<file path="src/rtl/i2c_start_pkg.sv">
package i2c_start_pkg;
  typedef enum logic [1:0] {
    ST_IDLE = 2'd0,
    ST_WAIT = 2'd1,
    ST_HOLD = 2'd2,
    ST_HELD = 2'd3
  } seq_state_t;

  localparam int START_BIT = 0;
  localparam int FLAG_IRQ  = 0;
  localparam int FLAG_BCOL = 1;
  localparam int FLAG_WCOL = 2;
  localparam int FLAG_N    = 3;
endpackage

</file>
<file path="src/rtl/i2c_line_sync.sv">
module i2c_line_sync #(
  parameter int LINES  = 2,
  parameter int STAGES = 2
) (
  input  logic             clk,
  input  logic             rst_n,
  input  logic [LINES-1:0] raw_i,
  output logic [LINES-1:0] sync_o
);
  for (genvar g = 0; g < LINES; g++) begin : g_line
    logic [STAGES-1:0] chain;
    always_ff @(posedge clk or negedge rst_n) begin
      if (!rst_n) chain <= '1;
      else        chain <= {chain[STAGES-2:0], raw_i[g]};
    end
    assign sync_o[g] = chain[STAGES-1];
  end
endmodule

</file>
<file path="src/rtl/i2c_baud_cnt.sv">
module i2c_baud_cnt #(
  parameter int W = 7
) (
  input  logic         clk,
  input  logic         rst_n,
  input  logic         load_i,
  input  logic         run_i,
  input  logic         tick_i,
  input  logic [W-1:0] reload_i,
  output logic         expire_o
);
  logic [W-1:0] cnt;

  assign expire_o = run_i && tick_i && (cnt == '0);

  always_ff @(posedge clk or negedge rst_n) begin
    if (!rst_n)                            cnt <= '0;
    else if (load_i)                       cnt <= reload_i;
    else if (run_i && tick_i && cnt != '0) cnt <= cnt - 1'b1;
  end

  // the count only moves on a strobe or a reload
  p_cnt_frozen_r5: assert property (@(posedge clk) disable iff (!rst_n)
    (!tick_i && !load_i) |=> $stable(cnt));
endmodule

</file>
<file path="src/rtl/i2c_start_fsm.sv">
module i2c_start_fsm
  import i2c_start_pkg::*;
(
  input  logic clk,
  input  logic rst_n,
  input  logic sen_i,
  input  logic sda_s_i,
  input  logic scl_s_i,
  input  logic expire_i,
  output logic load_o,
  output logic run_o,
  output logic sda_oe_o,
  output logic set_start_o,
  output logic set_bcol_o,
  output logic clr_sen_o
);
  seq_state_t state, state_nx;
  logic       sda_oe_nx;

  always_comb begin
    state_nx    = state;
    sda_oe_nx   = sda_oe_o;
    load_o      = 1'b0;
    set_start_o = 1'b0;
    set_bcol_o  = 1'b0;
    clr_sen_o   = 1'b0;
    unique case (state)
      ST_IDLE: begin
        if (sen_i) begin
          if (sda_s_i && scl_s_i) begin
            load_o   = 1'b1;
            state_nx = ST_WAIT;
          end else if (!sda_s_i && !scl_s_i) begin
            set_bcol_o = 1'b1;
            clr_sen_o  = 1'b1;
          end
        end
      end
      ST_WAIT: begin
        if (!sda_s_i || !scl_s_i) begin
          set_bcol_o = 1'b1;
          clr_sen_o  = 1'b1;
          sda_oe_nx  = 1'b0;
          state_nx   = ST_IDLE;
        end else if (expire_i) begin
          sda_oe_nx   = 1'b1;
          set_start_o = 1'b1;
          load_o      = 1'b1;
          state_nx    = ST_HOLD;
        end
      end
      ST_HOLD: begin
        if (expire_i) begin
          clr_sen_o = 1'b1;
          state_nx  = ST_HELD;
        end
      end
      default: ;
    endcase
  end

  assign run_o = (state == ST_WAIT) || (state == ST_HOLD);

  always_ff @(posedge clk or negedge rst_n) begin
    if (!rst_n) begin
      state    <= ST_IDLE;
      sda_oe_o <= 1'b0;
    end else begin
      state    <= state_nx;
      sda_oe_o <= sda_oe_nx;
    end
  end

  // an abort never leaves SDA driven
  p_abort_release_r7: assert property (@(posedge clk) disable iff (!rst_n)
    set_bcol_o |=> !sda_oe_o && state == ST_IDLE);
  // once held, SDA stays driven
  p_hold_sticky_r4: assert property (@(posedge clk) disable iff (!rst_n)
    (state == ST_HELD) |=> sda_oe_o);
endmodule

</file>
<file path="src/rtl/i2c_start_regs.sv">
module i2c_start_regs
  import i2c_start_pkg::*;
#(
  parameter int CMD_W  = 5,
  parameter int DATA_W = 8
) (
  input  logic              clk,
  input  logic              rst_n,
  input  logic              ctrl_wr_i,
  input  logic [CMD_W-1:0]  ctrl_wdata_i,
  input  logic              buf_wr_i,
  input  logic [DATA_W-1:0] buf_wdata_i,
  input  logic              clr_sen_i,
  input  logic              set_start_i,
  input  logic              set_bcol_i,
  input  logic [FLAG_N-1:0] flag_clr_i,
  output logic [CMD_W-1:0]  ctrl_q_o,
  output logic [DATA_W-1:0] buf_q_o,
  output logic              start_seen_o,
  output logic [FLAG_N-1:0] flags_o
);
  logic              busy;
  logic [FLAG_N-1:0] flag_set;

  assign busy = ctrl_q_o[START_BIT];

  always_comb begin
    flag_set            = '0;
    flag_set[FLAG_IRQ]  = set_start_i;
    flag_set[FLAG_BCOL] = set_bcol_i;
    flag_set[FLAG_WCOL] = buf_wr_i && busy;
  end

  always_ff @(posedge clk or negedge rst_n) begin
    if (!rst_n) begin
      ctrl_q_o <= '0;
    end else begin
      if (ctrl_wr_i && !busy) ctrl_q_o <= ctrl_wdata_i;
      if (clr_sen_i)          ctrl_q_o[START_BIT] <= 1'b0;
    end
  end

  always_ff @(posedge clk or negedge rst_n) begin
    if (!rst_n)                buf_q_o <= '0;
    else if (buf_wr_i && !busy) buf_q_o <= buf_wdata_i;
  end

  always_ff @(posedge clk or negedge rst_n) begin
    if (!rst_n)          start_seen_o <= 1'b0;
    else if (set_start_i) start_seen_o <= 1'b1;
    else if (set_bcol_i)  start_seen_o <= 1'b0;
  end

  for (genvar f = 0; f < FLAG_N; f++) begin : g_flag
    always_ff @(posedge clk or negedge rst_n) begin
      if (!rst_n)             flags_o[f] <= 1'b0;
      else if (flag_set[f])   flags_o[f] <= 1'b1;
      else if (flag_clr_i[f]) flags_o[f] <= 1'b0;
    end
    // flags hold without a clear
    p_flag_sticky_r11: assert property (@(posedge clk) disable iff (!rst_n)
      (flags_o[f] && !flag_clr_i[f]) |=> flags_o[f]);
  end

  // a rejected buffer write leaves the buffer untouched
  p_wcol_keep_r9: assert property (@(posedge clk) disable iff (!rst_n)
    (buf_wr_i && busy) |=> $stable(buf_q_o) && flags_o[FLAG_WCOL]);
  // command bits above start-enable are locked while busy
  p_ctrl_lock_r10: assert property (@(posedge clk) disable iff (!rst_n)
    (ctrl_wr_i && busy) |=> $stable(ctrl_q_o[CMD_W-1:1]));
endmodule

</file>
<file path="src/rtl/i2c_start_seq.sv">
module i2c_start_seq
  import i2c_start_pkg::*;
#(
  parameter int RELOAD_W    = 7,
  parameter int CMD_W       = 5,
  parameter int DATA_W      = 8,
  parameter int SYNC_STAGES = 2
) (
  input  logic                clk,
  input  logic                rst_n,
  input  logic                tick_i,
  input  logic                sda_i,
  input  logic                scl_i,
  output logic                sda_oe_o,
  input  logic [RELOAD_W-1:0] reload_i,
  input  logic                ctrl_wr_i,
  input  logic [CMD_W-1:0]    ctrl_wdata_i,
  output logic [CMD_W-1:0]    ctrl_q_o,
  input  logic                buf_wr_i,
  input  logic [DATA_W-1:0]   buf_wdata_i,
  output logic [DATA_W-1:0]   buf_q_o,
  output logic                start_seen_o,
  output logic                irq_o,
  output logic                bus_coll_o,
  output logic                wr_coll_o,
  input  logic [FLAG_N-1:0]   flag_clr_i
);
  logic [1:0]        lines_s;
  logic              load, run, expire, set_start, set_bcol, clr_sen;
  logic [FLAG_N-1:0] flags;

  i2c_line_sync #(.LINES(2), .STAGES(SYNC_STAGES)) u_sync (
    .clk(clk), .rst_n(rst_n), .raw_i({scl_i, sda_i}), .sync_o(lines_s));

  i2c_baud_cnt #(.W(RELOAD_W)) u_cnt (
    .clk(clk), .rst_n(rst_n), .load_i(load), .run_i(run), .tick_i(tick_i),
    .reload_i(reload_i), .expire_o(expire));

  i2c_start_fsm u_fsm (
    .clk(clk), .rst_n(rst_n), .sen_i(ctrl_q_o[START_BIT]),
    .sda_s_i(lines_s[0]), .scl_s_i(lines_s[1]), .expire_i(expire),
    .load_o(load), .run_o(run), .sda_oe_o(sda_oe_o),
    .set_start_o(set_start), .set_bcol_o(set_bcol), .clr_sen_o(clr_sen));

  i2c_start_regs #(.CMD_W(CMD_W), .DATA_W(DATA_W)) u_regs (
    .clk(clk), .rst_n(rst_n), .ctrl_wr_i(ctrl_wr_i), .ctrl_wdata_i(ctrl_wdata_i),
    .buf_wr_i(buf_wr_i), .buf_wdata_i(buf_wdata_i), .clr_sen_i(clr_sen),
    .set_start_i(set_start), .set_bcol_i(set_bcol), .flag_clr_i(flag_clr_i),
    .ctrl_q_o(ctrl_q_o), .buf_q_o(buf_q_o), .start_seen_o(start_seen_o),
    .flags_o(flags));

  assign irq_o      = flags[FLAG_IRQ];
  assign bus_coll_o = flags[FLAG_BCOL];
  assign wr_coll_o  = flags[FLAG_WCOL];

  // SDA is only pulled with the start flags raised
  p_sda_with_flags_r3: assert property (@(posedge clk) disable iff (!rst_n)
    $rose(sda_oe_o) |-> start_seen_o && irq_o);
  // a new collision always drops start-enable
  p_coll_drops_sen_r6: assert property (@(posedge clk) disable iff (!rst_n)
    $rose(bus_coll_o) |-> !ctrl_q_o[START_BIT] && !sda_oe_o);
endmodule

</file>
<file path="config.mk">
export PLATFORM = sky130hd
export DESIGN_NAME = i2c_start_seq
export DESIGN_NICKNAME = d
export VERILOG_FILES = /design/src/rtl/i2c_start_pkg.sv /design/src/rtl/i2c_line_sync.sv /design/src/rtl/i2c_baud_cnt.sv /design/src/rtl/i2c_start_fsm.sv /design/src/rtl/i2c_start_regs.sv /design/src/rtl/i2c_start_seq.sv
export SDC_FILE = /design/constraint.sdc
export NUM_CORES = 1
export LEC_CHECK = 0
export ABC_AREA = 1
export BUFFER_PORTS_ARGS = -buffer_cell sky130_fd_sc_hd__buf_2
export CAP_MARGIN = 25
export CORE_ASPECT_RATIO = 1.75
export CORE_MARGIN = 8
export CORE_UTILIZATION = 54
export DETAILED_ROUTE_END_ITERATION = 10
export PLACE_DENSITY = 0.88
export SLEW_MARGIN = 20
export SYNTH_ARGS = -nofsm -noshare
export SYNTH_HDL_FRONTEND = slang
export SYNTH_SLANG_ARGS = --single-unit
</file>
<file path="constraint.sdc">
create_clock -name clk -period 3.1 [get_ports clk]
set_clock_uncertainty 0.2 [all_clocks]
set_input_delay 0.62 -clock clk [delete_from_list [all_inputs] [get_ports clk]]
set_output_delay 0.62 -clock clk [all_outputs]
set_load 0.1 [all_outputs]
</file>
# == Yosys cells after proc, flatten, opt, wreduce, memory -nomap -nowiden ==
# Index checks and enable logic that the tools add are counted.
# word_totals
wordCells,77
reg_bits,31
output_inout_bits,18
input_bits,30
# op_classes
muxes,32
n_eq_ne,6
reduce_logical,26
addsub,1
# op_table
op,n
$mux 1,21
$mux 7,2
$reduce_bool 2->1,7
$mux 2,5
$logic_and 1x1->1,8
$logic_not 7->1,1
$reduce_bool 7->1,1
$sub 7x1->7 const B,1
$pmux 2 s3,1
$reduce_and 5->1,1
$ne 2x1->1 const B,2
$pmux 1 s2,2
$logic_not 1->1,3
$ne 3x2->1 const B,1
$pmux 1 s3,1
$reduce_bool 3->1,1
$eq 2x1->1 const B,1
$eq 2x2->1 const B,1
$logic_not 2->1,1
$logic_or 1x1->1,2
$ne 2x2->1 const B,1
$reduce_and 2->1,1

# == Depth between registers and ports, before layout ==
# logic_depth
depth_word,8
depth_mapped,10
depth_no_buf,10

# == Hierarchy ==
# A second synthesis with hierarchy kept.
# hier_totals
cells_unflattened,186
hier_area_um2,1614.0
# modules_own_cells
mod,area_per_inst_um2,n_inst,cells_each
i2c_start_regs,674.4,1,70
i2c_baud_cnt,519.2,1,70
i2c_start_fsm,300.3,1,40
i2c_line_sync,120.1,1,6

# == Worst setup path before layout ==
# No wires, ideal clock.
# synth_timing
path_kind,reg2out
start,register u_regs.start_seen_o
end,output start_seen_o
arrival_ns,0.898
path_stages_with_launch,1
slack_ns,1.382
path_cell_list,dfrtp_1
# synth_rtl
item,line,source
from (decl),i2c_start_regs.sv:19,"output logic start_seen_o,"
from (signal assigned),i2c_start_regs.sv:49,if (!rst_n) start_seen_o <= 1'b0;
from (signal assigned),i2c_start_regs.sv:50,else if (set_start_i) start_seen_o <= 1'b1;
from (signal assigned),i2c_start_regs.sv:51,else if (set_bcol_i) start_seen_o <= 1'b0;
to (decl),i2c_start_seq.sv:22,"output logic start_seen_o,"
# No word-level cell between the ends.

# == Worst setup path in the final report ==
# layout_timing
start,register u_regs.ctrl_q_o[0]
end,output ctrl_q_o[0]
# layout_rtl
item,line,source
from (decl),i2c_start_regs.sv:17,"output logic [CMD_W-1:0] ctrl_q_o,"
from (signal assigned),i2c_start_regs.sv:38,if (ctrl_wr_i && !busy) ctrl_q_o <= ctrl_wdata_i;
to (decl),i2c_start_seq.sv:18,"output logic [CMD_W-1:0] ctrl_q_o,"
# No word-level cell between the ends.

==> metrics.cfg <==
[clocking]
hold_buffers=0
clock-root-buffer=clkbuf_8
clkLatencyLatePin_ns=0.28
cts_max_level=2
postCtsSetupRepairBufs=0
clock_sinks=31
clk_path_buf_depth=2
cts_resized=0
tritoncts=yes
clkTransAtPathRegs_ns=0.07
cts_buffers=5

[grt]
antenna_found_initial=0
grt_pass1_vias=1384
gr-usage-all-layers=0.144
globalRouteOverflowTotal=0
grt_max_degree=32
grt_first_pass_wirelength_mm=5.67

[floorplanning]
row_count=26
initial_core_util=0.552
dieArea_mm2=0.00494
core-area_mm2=0.00283
pin_count=48
die_x_um=56.7
dieHeight_um=87.2

[critical_path]
crit_path_top_delay_cell=buf_2
cp-start-kind=register
cp_top_family=buffers and inverters
arrival_ns=1.23
critical_path_class=reg -> out
slowest_delay_ns=0.48
critPathCaptureType=output pin
critPathBufInv=1
worst_ep_required_time_ns=2.28
path_max_fanout=5
path_cells=buf_2

[status]
outcome=complete, no violations

[route]
vias_per_cell=5.30
wl_per_cell_um=14.2
first_iter_violations=47
dr_total_vias=1255
routed_wl_mm=3.37
drc_errors=0
drtPass1Iterations=4
antenna_left=0

[sta]
worstMarginPinSlew_ns=0.655
post-route-period-util=0.662
finalSetupViolations=0
holdWs_ns=0.147
fin_crit_ns=2.05
finalSetupTns_ns=0
rsz0062_at_grt=false
hold_viol=0
max_freq_mhz=487
report.final.slew_viol_count=0
max-slew-margin-rel=0.563

[layout]
syn2layout_area_growth_pct=21.3
seq_area_um2=781
final_nets=243
fillerInstances=241
drive_gt1_frac=0.407
antenna_cells=0
multi_input_area_um2=681

[flow_run]
maxCapViolations=0

[placed_design]
dp_hpwl_mm=2.71
finalWeightedCongestion=0.911
io_buffer_count=47

[synth]
syn-cell-area_mm2=0.00156
ys_types=25
yosysWarnings=0
syn_avg_cell_area_um2=10.0
synth_fp_nets=191
ys_seq_area_frac=0.500
ys_ff_latch=31
synthCells=156

[hold_path]
hp-class=reg -> reg

==> cells by family after synthesis <==
logic type               share of synthesized area
AO/OA/AOI/OAI                               0.0552
XOR/XNOR                                    0.0224
adder cells (fa/ha/maj)                     0.0400
buffers and inverters                       0.0649
flip-flops                                   0.500
multiplexers                                0.0865
AND/OR/NAND/NOR                              0.231
==> stage by stage <==
step	instances	area, um2	util	setup WS, ns
after floorplan	156	1560	-	1.38
after global placement	229	1810	0.641	1.28
after detailed placement	229	1810	0.641	1.23
after CTS	237	1900	0.670	1.05
after global routing	237	1900	0.670	1.02
final	237	1900	0.670	1.05
==> metal layers <==
layer,GRT usage,part of all wire,routed length [um]
met2,0.262,0.53,1780
met5,0,0,0
met4,0.0725,0.023,78
met3,0.0599,0.069,232
met1,0.130,0.38,1270
==> worst paths after layout <==
check                      cells past startpoint                        end                 startpoint  slack, ns
max                                            1                ctrl_q_o[0]         u_regs.ctrl_q_o[0]       1.05
min                                            0  u_sync.g_line[1].chain[1]  u_sync.g_line[1].chain[0]       0.15
min in group asynchronous                      1               u_cnt.cnt[6]                      rst_n       0.17
max reg2reg                                    9               u_cnt.cnt[5]             u_fsm.state[0]       1.20
min reg2reg                                    0  u_sync.g_line[1].chain[1]  u_sync.g_line[1].chain[0]       0.15
max in group asynchronous                      1             u_fsm.state[1]                      rst_n       2.10
==> state kept, by name, indices dropped and copies added (netlist names) <==
| signal | cells |
|---|---|
| u_regs.buf_q_o | 8 |
| u_fsm.sda_oe_o | 1 |
| u_regs.start_seen_o | 1 |
| u_regs.ctrl_q_o | 5 |
| u_fsm.state | 2 |
| u_cnt.cnt | 7 |
| u_sync.g_line.chain | 4 |
| u_regs.flags_o | 3 |
==> worst register-to-register path, stage by stage, from the launching register on <==
cell	delay (ns)
dfrtp_1	0.40
inv_1	0.08
ha_1	0.29
nand2_1	0.09
inv_1	0.18
nand3_4	0.18
nand2_4	0.16
inv_1	0.07
nand2_1	0.06
nand3_1	0.05
==> area by class of cell <==
cell class,instances,share of cell area
Timing Repair Buffer,47,0.124
Clock buffer,7,0.0403
Tap cell,28,0.0185
Multi-Input combinational cell,101,0.359
Sequential cell,31,0.412
Clock inverter,1,0.00264
Inverter,22,0.0436
==> cell usage after synthesis, drive strengths merged <==
cell	n	area share
nand3	12	0.061
dfrtp	27	0.43
o21ai	10	0.034
o21bai	1	0.0048
nor3	1	0.0032
inv	22	0.053
buf	2	0.012
dfstp	4	0.067
mux2	12	0.086
a21oi	5	0.016
xor2	4	0.022
nand2	33	0.095
nor2	10	0.040
ha	5	0.040
nand4	8	0.032
==> cells in the final DEF (no fill, tap or decap), types with 5 or more instances in the layout <==
| master | netlist | layout |
|---|---|---|
| nand3_1 | 8 | 8 |
| nor2_1 | 6 | 6 |
| a21oi_1 | 5 | 5 |
| dfrtp_1 | 27 | 27 |
| mux2_2 | 12 | 12 |
| clkbuf_8 | 0 | 5 |
| o21ai_0 | 5 | 5 |
| buf_2 | 0 | 47 |
| nand4_1 | 8 | 8 |
| nand2_1 | 27 | 27 |
| ha_1 | 5 | 5 |
| inv_1 | 21 | 21 |
Power is left out: the tool's default activity adds up to more than one toggle a clock period on the data nets, which glitch-free logic cannot reach.
